`config.mk`:
```
export PLATFORM = sky130hd
export DESIGN_NAME = pipe_bw_sram
export DESIGN_NICKNAME = d
export VERILOG_FILES = /design/src/rtl/pbs_pkg.sv /design/src/rtl/pbs_in_stage.sv /design/src/rtl/pbs_array.sv /design/src/rtl/pbs_out_stage.sv /design/src/rtl/pipe_bw_sram.sv
export SDC_FILE = /design/constraint.sdc
export NUM_CORES = 1
export LEC_CHECK = 0
export CORE_MARGIN = 2
export CORE_UTILIZATION = 35
export CTS_BUF_LIST = sky130_fd_sc_hd__clkbuf_8
export CTS_CLUSTER_DIAMETER = 120
export CTS_CLUSTER_SIZE = 12
export DETAILED_ROUTE_END_ITERATION = 12
export PLACE_DENSITY_LB_ADDON = 0.1
export SYNTH_ARGS = -nofsm -noshare
export SYNTH_HDL_FRONTEND = slang
export SYNTH_SLANG_ARGS = --single-unit
```
`constraint.sdc`:
```
create_clock -name clk -period 2.8 [get_ports clk]
set_clock_uncertainty 0.15 [all_clocks]
set_input_delay 0.7 -clock clk [delete_from_list [all_inputs] [get_ports clk]]
set_output_delay 0.7 -clock clk [all_outputs]
set_load 0.01 [all_outputs]
```
`src/rtl/pbs_pkg.sv`:
```
// Shared constants for the pipelined byte-write SRAM.
// Assumes byte lanes are always 8 bits wide.
package pbs_pkg;
    localparam int unsigned LANE_W = 8;
endpackage

```
`src/rtl/pbs_in_stage.sv`:
```
// Input register stage: samples address, data, decoded select and the
// per-lane write mask on the rising edge.
// Assumes the active-low write controls arrive straight from the pins.
module pbs_in_stage #(
    parameter int unsigned AW    = 4,
    parameter int unsigned LANES = 4,
    localparam int unsigned DW   = LANES * pbs_pkg::LANE_W
) (
    input  logic             clk,
    input  logic             rst_n,
    input  logic [AW-1:0]    addr_i,
    input  logic [DW-1:0]    wdata_i,
    input  logic             sel_i,
    input  logic             wr_all_n_i,
    input  logic             gate_n_i,
    input  logic [LANES-1:0] lane_n_i,
    output logic [AW-1:0]    addr_q,
    output logic [DW-1:0]    wdata_q,
    output logic             sel_q,
    output logic [LANES-1:0] mask_q
);
    logic [LANES-1:0] lane_en;

    // Per-lane write decode: the global write overrides the gated lane enables.
    for (genvar g = 0; g < LANES; g++) begin : g_lane
        assign lane_en[g] = !wr_all_n_i || (!gate_n_i && !lane_n_i[g]);
    end

    // Capture every input on the rising edge.
    always_ff @(posedge clk) begin
        if (!rst_n) begin
            addr_q  <= '0;
            wdata_q <= '0;
            sel_q   <= 1'b0;
            mask_q  <= '0;
        end else begin
            addr_q  <= addr_i;
            wdata_q <= wdata_i;
            sel_q   <= sel_i;
            mask_q  <= sel_i ? lane_en : '0;
        end
    end

    p_mask_needs_sel_r5: assert property (@(posedge clk) disable iff (!rst_n)
        (|mask_q) |-> ($past(sel_i) && $past(rst_n)));

    p_mask_needs_qual_r2: assert property (@(posedge clk) disable iff (!rst_n)
        (|mask_q) |-> ($past(!wr_all_n_i) || $past(!gate_n_i)));

    p_global_full_r3: assert property (@(posedge clk) disable iff (!rst_n)
        ($past(rst_n) && $past(sel_i && !wr_all_n_i)) |-> (&mask_q));
endmodule

```
`src/rtl/pbs_array.sv`:
```
// Byte-laned storage: one byte memory per lane, written under the
// registered mask, read combinationally at the registered address.
// Assumes contents are not reset.
module pbs_array #(
    parameter int unsigned DEPTH = 16,
    parameter int unsigned LANES = 4,
    localparam int unsigned AW   = $clog2(DEPTH),
    localparam int unsigned DW   = LANES * pbs_pkg::LANE_W
) (
    input  logic             clk,
    input  logic [AW-1:0]    addr_i,
    input  logic [DW-1:0]    wdata_i,
    input  logic [LANES-1:0] mask_i,
    output logic [DW-1:0]    rdata_o
);
    localparam int unsigned LW = pbs_pkg::LANE_W;

    for (genvar g = 0; g < LANES; g++) begin : g_lane
        logic [LW-1:0] mem [DEPTH];

        // Write this lane's byte when its mask bit is set.
        always_ff @(posedge clk) begin
            if (mask_i[g]) mem[addr_i] <= wdata_i[g*LW +: LW];
        end

        assign rdata_o[g*LW +: LW] = mem[addr_i];
    end
endmodule

```
`src/rtl/pbs_out_stage.sv`:
```
// Output stage: registers the array word on reads, delays the select so
// it lines up with that word, and gates both with the output enable.
// Assumes oe_n is asynchronous to the clock.
module pbs_out_stage #(
    parameter int unsigned LANES = 4,
    localparam int unsigned DW   = LANES * pbs_pkg::LANE_W
) (
    input  logic             clk,
    input  logic             rst_n,
    input  logic [DW-1:0]    arr_i,
    input  logic             sel_q_i,
    input  logic [LANES-1:0] mask_q_i,
    input  logic             oe_n_i,
    output logic [DW-1:0]    rdata_o,
    output logic             vld_o
);
    logic          rd_cycle;
    logic          en_dly;
    logic [DW-1:0] out_q;

    assign rd_cycle = sel_q_i && (mask_q_i == '0);

    // Output register and enable-delay register.
    always_ff @(posedge clk) begin
        if (!rst_n) begin
            out_q  <= '0;
            en_dly <= 1'b0;
        end else begin
            en_dly <= rd_cycle;
            if (rd_cycle) out_q <= arr_i;
        end
    end

    assign vld_o   = en_dly && !oe_n_i;
    assign rdata_o = vld_o ? out_q : '0;
endmodule

```
`src/rtl/pipe_bw_sram.sv`:
```
// Pipelined byte-write synchronous SRAM top: select decode, input
// registers, byte-laned array and registered output.
// Assumes an external generator drives addr every cycle.
module pipe_bw_sram #(
    parameter int unsigned DEPTH = 16,
    parameter int unsigned LANES = 4,
    localparam int unsigned AW   = $clog2(DEPTH),
    localparam int unsigned DW   = LANES * pbs_pkg::LANE_W
) (
    input  logic             clk,
    input  logic             rst_n,
    input  logic [AW-1:0]    addr,
    input  logic [DW-1:0]    wdata,
    input  logic             cs0_n,
    input  logic             cs1,
    input  logic             cs2_n,
    input  logic             wr_all_n,
    input  logic             lane_wr_gate_n,
    input  logic [LANES-1:0] lane_wr_n,
    input  logic             oe_n,
    output logic [DW-1:0]    rdata,
    output logic             rdata_vld
);
    logic             sel;
    logic [AW-1:0]    addr_q;
    logic [DW-1:0]    wdata_q;
    logic             sel_q;
    logic [LANES-1:0] mask_q;
    logic [DW-1:0]    arr_rd;
    logic             wr_req;

    assign sel    = !cs0_n && cs1 && !cs2_n;
    assign wr_req = !wr_all_n || (!lane_wr_gate_n && !(&lane_wr_n));

    pbs_in_stage #(.AW(AW), .LANES(LANES)) u_in (
        .clk(clk), .rst_n(rst_n), .addr_i(addr), .wdata_i(wdata), .sel_i(sel),
        .wr_all_n_i(wr_all_n), .gate_n_i(lane_wr_gate_n), .lane_n_i(lane_wr_n),
        .addr_q(addr_q), .wdata_q(wdata_q), .sel_q(sel_q), .mask_q(mask_q)
    );

    pbs_array #(.DEPTH(DEPTH), .LANES(LANES)) u_arr (
        .clk(clk), .addr_i(addr_q), .wdata_i(wdata_q), .mask_i(mask_q),
        .rdata_o(arr_rd)
    );

    pbs_out_stage #(.LANES(LANES)) u_out (
        .clk(clk), .rst_n(rst_n), .arr_i(arr_rd), .sel_q_i(sel_q),
        .mask_q_i(mask_q), .oe_n_i(oe_n), .rdata_o(rdata), .vld_o(rdata_vld)
    );

    p_vld_from_read_r6: assert property (@(posedge clk) disable iff (!rst_n)
        rdata_vld |-> ($past(sel && !wr_req, 2) && $past(rst_n, 2)));

    p_unsel_quiet_r5: assert property (@(posedge clk) disable iff (!rst_n)
        $past(!sel, 2) |-> !rdata_vld);

    p_write_quiet_r10: assert property (@(posedge clk) disable iff (!rst_n)
        $past(sel && wr_req, 2) |-> !rdata_vld);
endmodule

```
==> results.ini, run 1 <==
[run_status]
outcome = complete, no violations

[critical_path]
timing.rr.end = u_arr.g_lane[2].mem[7][4]
required_ps = 1950
reg2reg_depth = 4
worstSetupPathType = flop to output pin
critPathArrivalTime_ps = 1870
cp-end-kind = output pin
regToRegSetupSlack_ps = 420
reg2reg_from = u_in.addr_q[0]
worstSetupStartpointType = flop
critPathMaxFanout = 7

[route]
drt-total-wl_mm = 55.6
dr.first_iter.drc_count = 895
drc_errors = 0
wl_per_cell_microns = 24.4
firstDrtPassIters = 5
viasPerCell = 4.99
vias = 11370
antenna_left = 0

[clock_network]
cts-root-buf = clkbuf_8
htree_levels = 2
clk_latency_ps = 670
postCtsHoldBufs = 0
cts.sinks = 586
cts_max_path_buffers = 3
cts_tree = built
cts_made_buffers = 54
cts.clk_slew.worst_paths_ps = 90

[floorplanning]
io_pins = 81
core_area_sq_um = 63000
dieArea_sq_um = 65500
die_w_microns = 256
rows = 92
start_util_pct = 35.3
die_height_microns = 256

[placement]
numPortBuffers = 80
placed_cells = 2171
place_hpwl_mm = 34.0
routabilityCongestion = 0.726

[logic_synthesis]
synth_top_area_share_pct = 69.2
syn_area_per_cell_sq_um = 18.1
yosysSeqAreaShare_pct = 75.9
synth_area_leader_cell = edfxtp_1
ys_seq_elements = 586
synth_warnings = 0
synth_area_sq_um = 22200
synth_nets = 1278
syn_inst = 1230
synthDistinctLibCells = 36
synth_area_leaders = edfxtp_1, dfxtp_1, mux4_2, mux2i_1, and2_1

[global_route]
grt_pass1_wl_mm = 81.7
grt_overflow = 0
grtUsageTotal_pct = 17.0
antenna_found_initial = 1
grt_max_degree = 69
grt_pass1_vias = 11806

[layout]
drive_above_1_share_pct = 18.0
synthToLayoutAreaGrowth_pct = 14.5
final_nets = 1432
final_cell_count_no_fill = 2278
final_util_pct = 40.4
mostFrequentLayoutCells = edfxtp_1, mux2i_1, buf_4
final_common_cell = edfxtp_1

[power]
peakVddDrop_v = 0.000297
powerDensity_nw_per_um2 = 592
p_leak_nw = 7.80

[sta]
hold_ws_ps = 328
relSlewSlack_pct = 29.8
fin_crit_sh_pct = 97.0
rsz0062_at_grt = yes
finalMaxSlewViolations = 0
min_period_ps = 2720
fmax_ghz = 0.368
setup_viol = 0
finalSetupTns_ps = 0
final-hold-violation-count = 0
tightest_slew_ps = 1050

[flow_run]
drv_cap = 0

[min_path]
min_path_type = primary input to flop
hold_end = u_out.out_q[16]
hold_depth = 3
holdCritStartpoint = rst_n

## state kept, by name (all words and copies together), names as in the netlist
| register | cells |
|---|---|
| u_out.en_dly | 1 |
| u_in.mask_q | 4 |
| u_in.wdata_q | 32 |
| u_arr.g_lane.mem | 512 |
| u_out.out_q | 32 |
| u_in.addr_q | 4 |
| u_in.sel_q | 1 |
## kinds of logic (layout without fill, tap and decap cells)
| group | Yosys count | after routing | share of synthesized area, % |
|---|---|---|---|
| flip-flops | 586 | 586 | 75.9 |
| AO/OA/AOI/OAI | 194 | 194 | 5.46 |
| multiplexers | 191 | 191 | 12.3 |
| AND/OR/NAND/NOR | 176 | 176 | 4.28 |
| buffers and inverters | 83 | 283 | 2.09 |
| other | 0 | 2 | 0 |
## where the power goes
| part | internal, mW | switching, mW | leakage, nW | total [mW] |
|---|---|---|---|---|
| Sequential | 9.53 | 0.156 | 4.63 | 9.69 |
| Combinational | 0.290 | 0.346 | 2.52 | 0.637 |
| Clock | 1.91 | 2.84 | 0.651 | 4.75 |
| Total | 11.7 | 3.34 | 7.80 | 15.1 |
## per-layer routing
metal	vias up	wire [microns]	global-route usage (%)
li1	5181	-	-
met1	5902	25800	24.0
met2	220	26400	27.1
met3	67	2350	3.07
met4	0	1100	4.43
met5	-	0	0
## synth_stat cells
cell type  instances
edfxtp_1         512
mux2i_1          126
and2_1            76
dfxtp_1           74
mux4_2            62
o21ai_0           57
nor2_1            47
clkbuf_1          33
a211oi_1          31
a21oi_1           31
a221oi_1          31
o22ai_1           31
buf_2             29
nand2_1           18
and3_1            17
o21ai_1           10
buf_6              9
buf_4              8
nor3_1             4
mux4_1             3
nand2b_1           3
nor2b_1            3
nand3b_1           2
a311oi_1           1
a31oi_1            1
and2b_1            1
and4bb_2           1
buf_1              1
buf_12             1
clkbuf_4           1
inv_1              1
nand3_1            1
nor4_2             1
o32ai_1            1
or2_2              1
or3b_1             1
## critical path, stage by stage (launching register included)
cell and delay [ps]:
dfxtp_2 370, nor2b_4 180, buf_12 140, buf_12 150, buf_6 110, and2_4 130
buf_6 90
## worst max-delay path by stage
| stage | start | end | slack (ps) | cells after the start |
|---|---|---|---|---|
| 3_5_place_dp | oe_n | rdata[5] | -330 | 5 |
| 3_3_place_gp | oe_n | rdata[6] | -330 | 5 |
| 2_1_floorplan | oe_n | rdata[22] | 550 | 3 |
| 6_report | u_out.en_dly | rdata[20] | 80 | 6 |
| 5_1_grt | u_out.en_dly | rdata[8] | -0.2 | 5 |
| 4_1_cts | u_out.en_dly | rdata[13] | 1 | 5 |
## cell type report
cell class                      instances  area (sq um)
Antenna cell                            2          5.00
Clock buffer                           58           798
Clock inverter                         44           165
Fill cell                            5704         37500
Inverter                                1          3.75
Multi-Input combinational cell        561          4930
Sequential cell                       586         16900
Tap cell                              846          1060
Timing Repair Buffer                  180          1610
## metrics by stage
stage / setup slack [ps] / power, mW / cell area [sq um]
floorplan: 548 / 10.2 / 22200
global placement: -329 / 10.5 / 24500
detailed placement: -331 / 10.5 / 24500
CTS: 1.35 / 15.3 / 25500
global route: -0.220 / 15.7 / 25400
finish: 84.5 / 15.1 / 25400
## repair_timing
action	in CTS	in global routing
resized for setup	95	13
setup endpoints to repair	33	11
buffers inserted	2	0
gates cloned	1	0
Power figures use the tool's default switching activity.
==> run 2, diff against run 1 <==
- SLEW_MARGIN: not set -> 40
==> run 2 against run 1 <==
Compared with the run above:
- worst setup slack improved by 23 ps
- count of clock-buffer cells in the layout shrank 2
- flip-flop and latch count unchanged
- sequential share of layout area rose by 0.15 points
- hold slack lost 30 ps
- final cell count about the same
- die area unchanged
- first-iteration DRC count fell by 1.8%
- clock power fell by 1%
- critical path depth shrank 1
- global-route usage hardly changed
- fmax increased by 0.85%
==> results.ini, run 2 (synthesized netlist as in run 1, its figures left out) <==
[run_status]
outcome = complete, no violations  ; unchanged

[placement]
dpl_worst_slack_ps = -333  ; was -331 ps
place_hpwl_mm = 34.1  ; was 34.0 mm
numPortBuffers = 80  ; unchanged
placed_cell_area_sq_um = 24500  ; about the same
placed_cells = 2171  ; unchanged
routabilityCongestion = 0.726  ; unchanged

[layout]
fillCellCount = 5754  ; was 5704
finalInstanceArea_sq_um = 25400  ; about the same
drive_above_1_share_pct = 18.4  ; was 18.0%
final_cell_count_no_fill = 2280  ; was 2278
largest_register_ffs = 512  ; unchanged
final_nets = 1432  ; unchanged
mostFrequentLayoutCells = edfxtp_1, mux2i_1, buf_4  ; unchanged
reg_top3 = u_arr.g_lane.mem: 512 flops, u_in.wdata_q: 32 flops, u_out.out_q: 32 flops  ; unchanged
register_area_sq_um = 16900  ; unchanged
multi_input_comb_area_sq_um = 4940  ; was 4930 sq um
synthToLayoutAreaGrowth_pct = 14.3  ; was 14.5%
top_register = u_arr.g_lane.mem  ; unchanged
final_common_cell = edfxtp_1  ; unchanged

[sta]
min_period_ps = 2690  ; was 2720 ps
relSlewSlack_pct = 44.8  ; was 29.8%
finalSetupTns_ps = 0  ; unchanged
fin_crit_sh_pct = 96.2  ; was 97.0%
fmax_ghz = 0.371  ; was 0.368 GHz
finalMaxSlewViolations = 0  ; unchanged
setup_viol = 0  ; unchanged
rsz0062_at_grt = no  ; was yes
final-hold-violation-count = 0  ; unchanged
tightest_slew_ps = 828  ; was 1050 ps
fin_ws_ps = 107  ; was 84.5 ps

[critical_path]
worstSetupPathType = flop to output pin  ; unchanged
critPathArrivalTime_ps = 1840  ; was 1870 ps
critPathMaxFanout = 6  ; was 7
critPathMostFrequentCell = buf_4
slowest_stage = dfxtp_2  ; unchanged
required_ps = 1950  ; about the same
path_cells = nor2b_4 -> buf_4 -> buf_4 -> and2_1 -> dlygate4sd2_1  ; was nor2b_4 -> buf_12 -> buf_12 -> buf_6 -> and2_4 -> buf_6
max_stage_delay_ps = 350  ; was 370 ps
worstSetupStartpointType = flop  ; unchanged
cp-end-kind = output pin  ; unchanged

[floorplanning]
start_util_pct = 35.3  ; unchanged
die_w_microns = 256  ; unchanged
core_area_sq_um = 63000  ; unchanged
die_height_microns = 256  ; unchanged
io_pins = 81  ; unchanged
rows = 92  ; unchanged
dieArea_sq_um = 65500  ; unchanged

[global_route]
grt_pass1_wl_mm = 81.7  ; about the same
grt_max_degree = 69  ; unchanged
grt_overflow = 0  ; unchanged
grtUsageTotal_pct = 17.0  ; about the same
grt_pass1_vias = 11804  ; was 11806
antenna_found_initial = 3  ; was 1

[clock_network]
cts.sinks = 586  ; unchanged
htree_levels = 2  ; unchanged
cts-root-buf = clkbuf_8  ; unchanged
clk_latency_ps = 670  ; about the same
cts.clk_slew.worst_paths_ps = 90  ; about the same
cts_max_path_buffers = 3  ; unchanged
cts_made_buffers = 54  ; unchanged
cts_tree = built  ; unchanged

[power]
combPwrFrac_pct = 4.2  ; about the same
powerDensity_nw_per_um2 = 592  ; about the same
peakVddDrop_v = 0.000322  ; was 0.000297 V
switching_share_pct = 22.3  ; was 22.1%
pwr-share-clk_pct = 31.3  ; was 31.5%
power_switching_mw = 3.35  ; was 3.34 mW
p_seq_share_pct = 64.5  ; was 64.3%
power.internal_mw = 11.7  ; about the same
finalPower_mw = 15.0  ; was 15.1 mW
p_leak_nw = 7.76  ; was 7.80 nW

[flow_run]
drv_cap = 0  ; unchanged

[route]
wl_per_cell_microns = 24.5  ; was 24.4 microns
viasPerCell = 5.02  ; was 4.99
dr.first_iter.drc_count = 879  ; was 895
vias = 11454  ; was 11370
antenna_left = 0  ; unchanged
firstDrtPassIters = 5  ; unchanged
drc_errors = 0  ; unchanged
drt-total-wl_mm = 55.9  ; was 55.6 mm

[min_path]
min_path_type = primary input to flop  ; unchanged

==> run 2: changes by cell type in the layout (fill, tap and decap cells not counted), moves of 3 or more <==
cell,before,now
and2_1,71,74
nor2_2,0,4
and2_4,4,1
clkdlybuf4s15_1,6,3
nor2_1,46,42
diode_2,2,5
clkbuf_2,4,17
buf_2,15,10
dlygate4sd2_1,7,4
==> run 2: final timing paths <==
check | startpoint | to | slack [ps] | cells past startpoint
max | u_out.en_dly | rdata[24] | 110 | 5
min reg2reg | u_in.sel_q | u_out.en_dly | 370 | 1
max reg2reg | u_in.addr_q[0] | u_arr.g_lane[3].mem[3][3] | 390 | 2
min | rst_n | u_out.out_q[16] | 300 | 3
==> run 2: area by class of cell <==
| class | instances | area share [%] |
|---|---|---|
| Clock buffer | 56 | 3.04 |
| Inverter | 1 | 0.0148 |
| Antenna cell | 5 | 0.0493 |
| Multi-Input combinational cell | 561 | 19.4 |
| Timing Repair Buffer | 180 | 6.17 |
| Clock inverter | 45 | 0.680 |
| Tap cell | 846 | 4.17 |
| Sequential cell | 586 | 66.4 |
==> run 2: per-layer routing <==
layer  GRT usage (%)  up-vias  routed length (microns)
met5               0        -                        0
met4            4.32        0                     1090
met3            2.91       69                     2160
met2            27.6      201                    26800
met1            23.7     5999                    25900
li1                -     5185                        -
==> run 2: critical path: cells and delay by family, from the launching register on <==
kind | cells | cell delay, ps
simple gates | 2 | 280
flops | 1 | 350
buf+inv | 3 | 530
==> run 2: timing repair <==
action                     CTS  global route
hold buffers                 0             0
buffers inserted             2             0
gates resized for setup     81            26
setup endpoints to repair   33            30
gates cloned                 1             0
==> run 2: power by group through the flow <==
stage          combinational, mW  clock (mW)  sequential [mW]
5_1_grt                    0.686        5.22             9.71
3_3_place_gp               0.644           0             9.89
4_1_cts                    0.650        4.91             9.69
3_5_place_dp               0.647           0             9.89
6_report                   0.638        4.70             9.69
2_1_floorplan              0.402           0             9.80
==> run 2: stage by stage <==
stage	hold WS [ps]	util [%]
4_1_cts	232	40.4
6_report	298	40.3
2_1_floorplan	323	-
5_1_grt	268	40.3
3_3_place_gp	336	38.9
3_5_place_dp	342	38.9
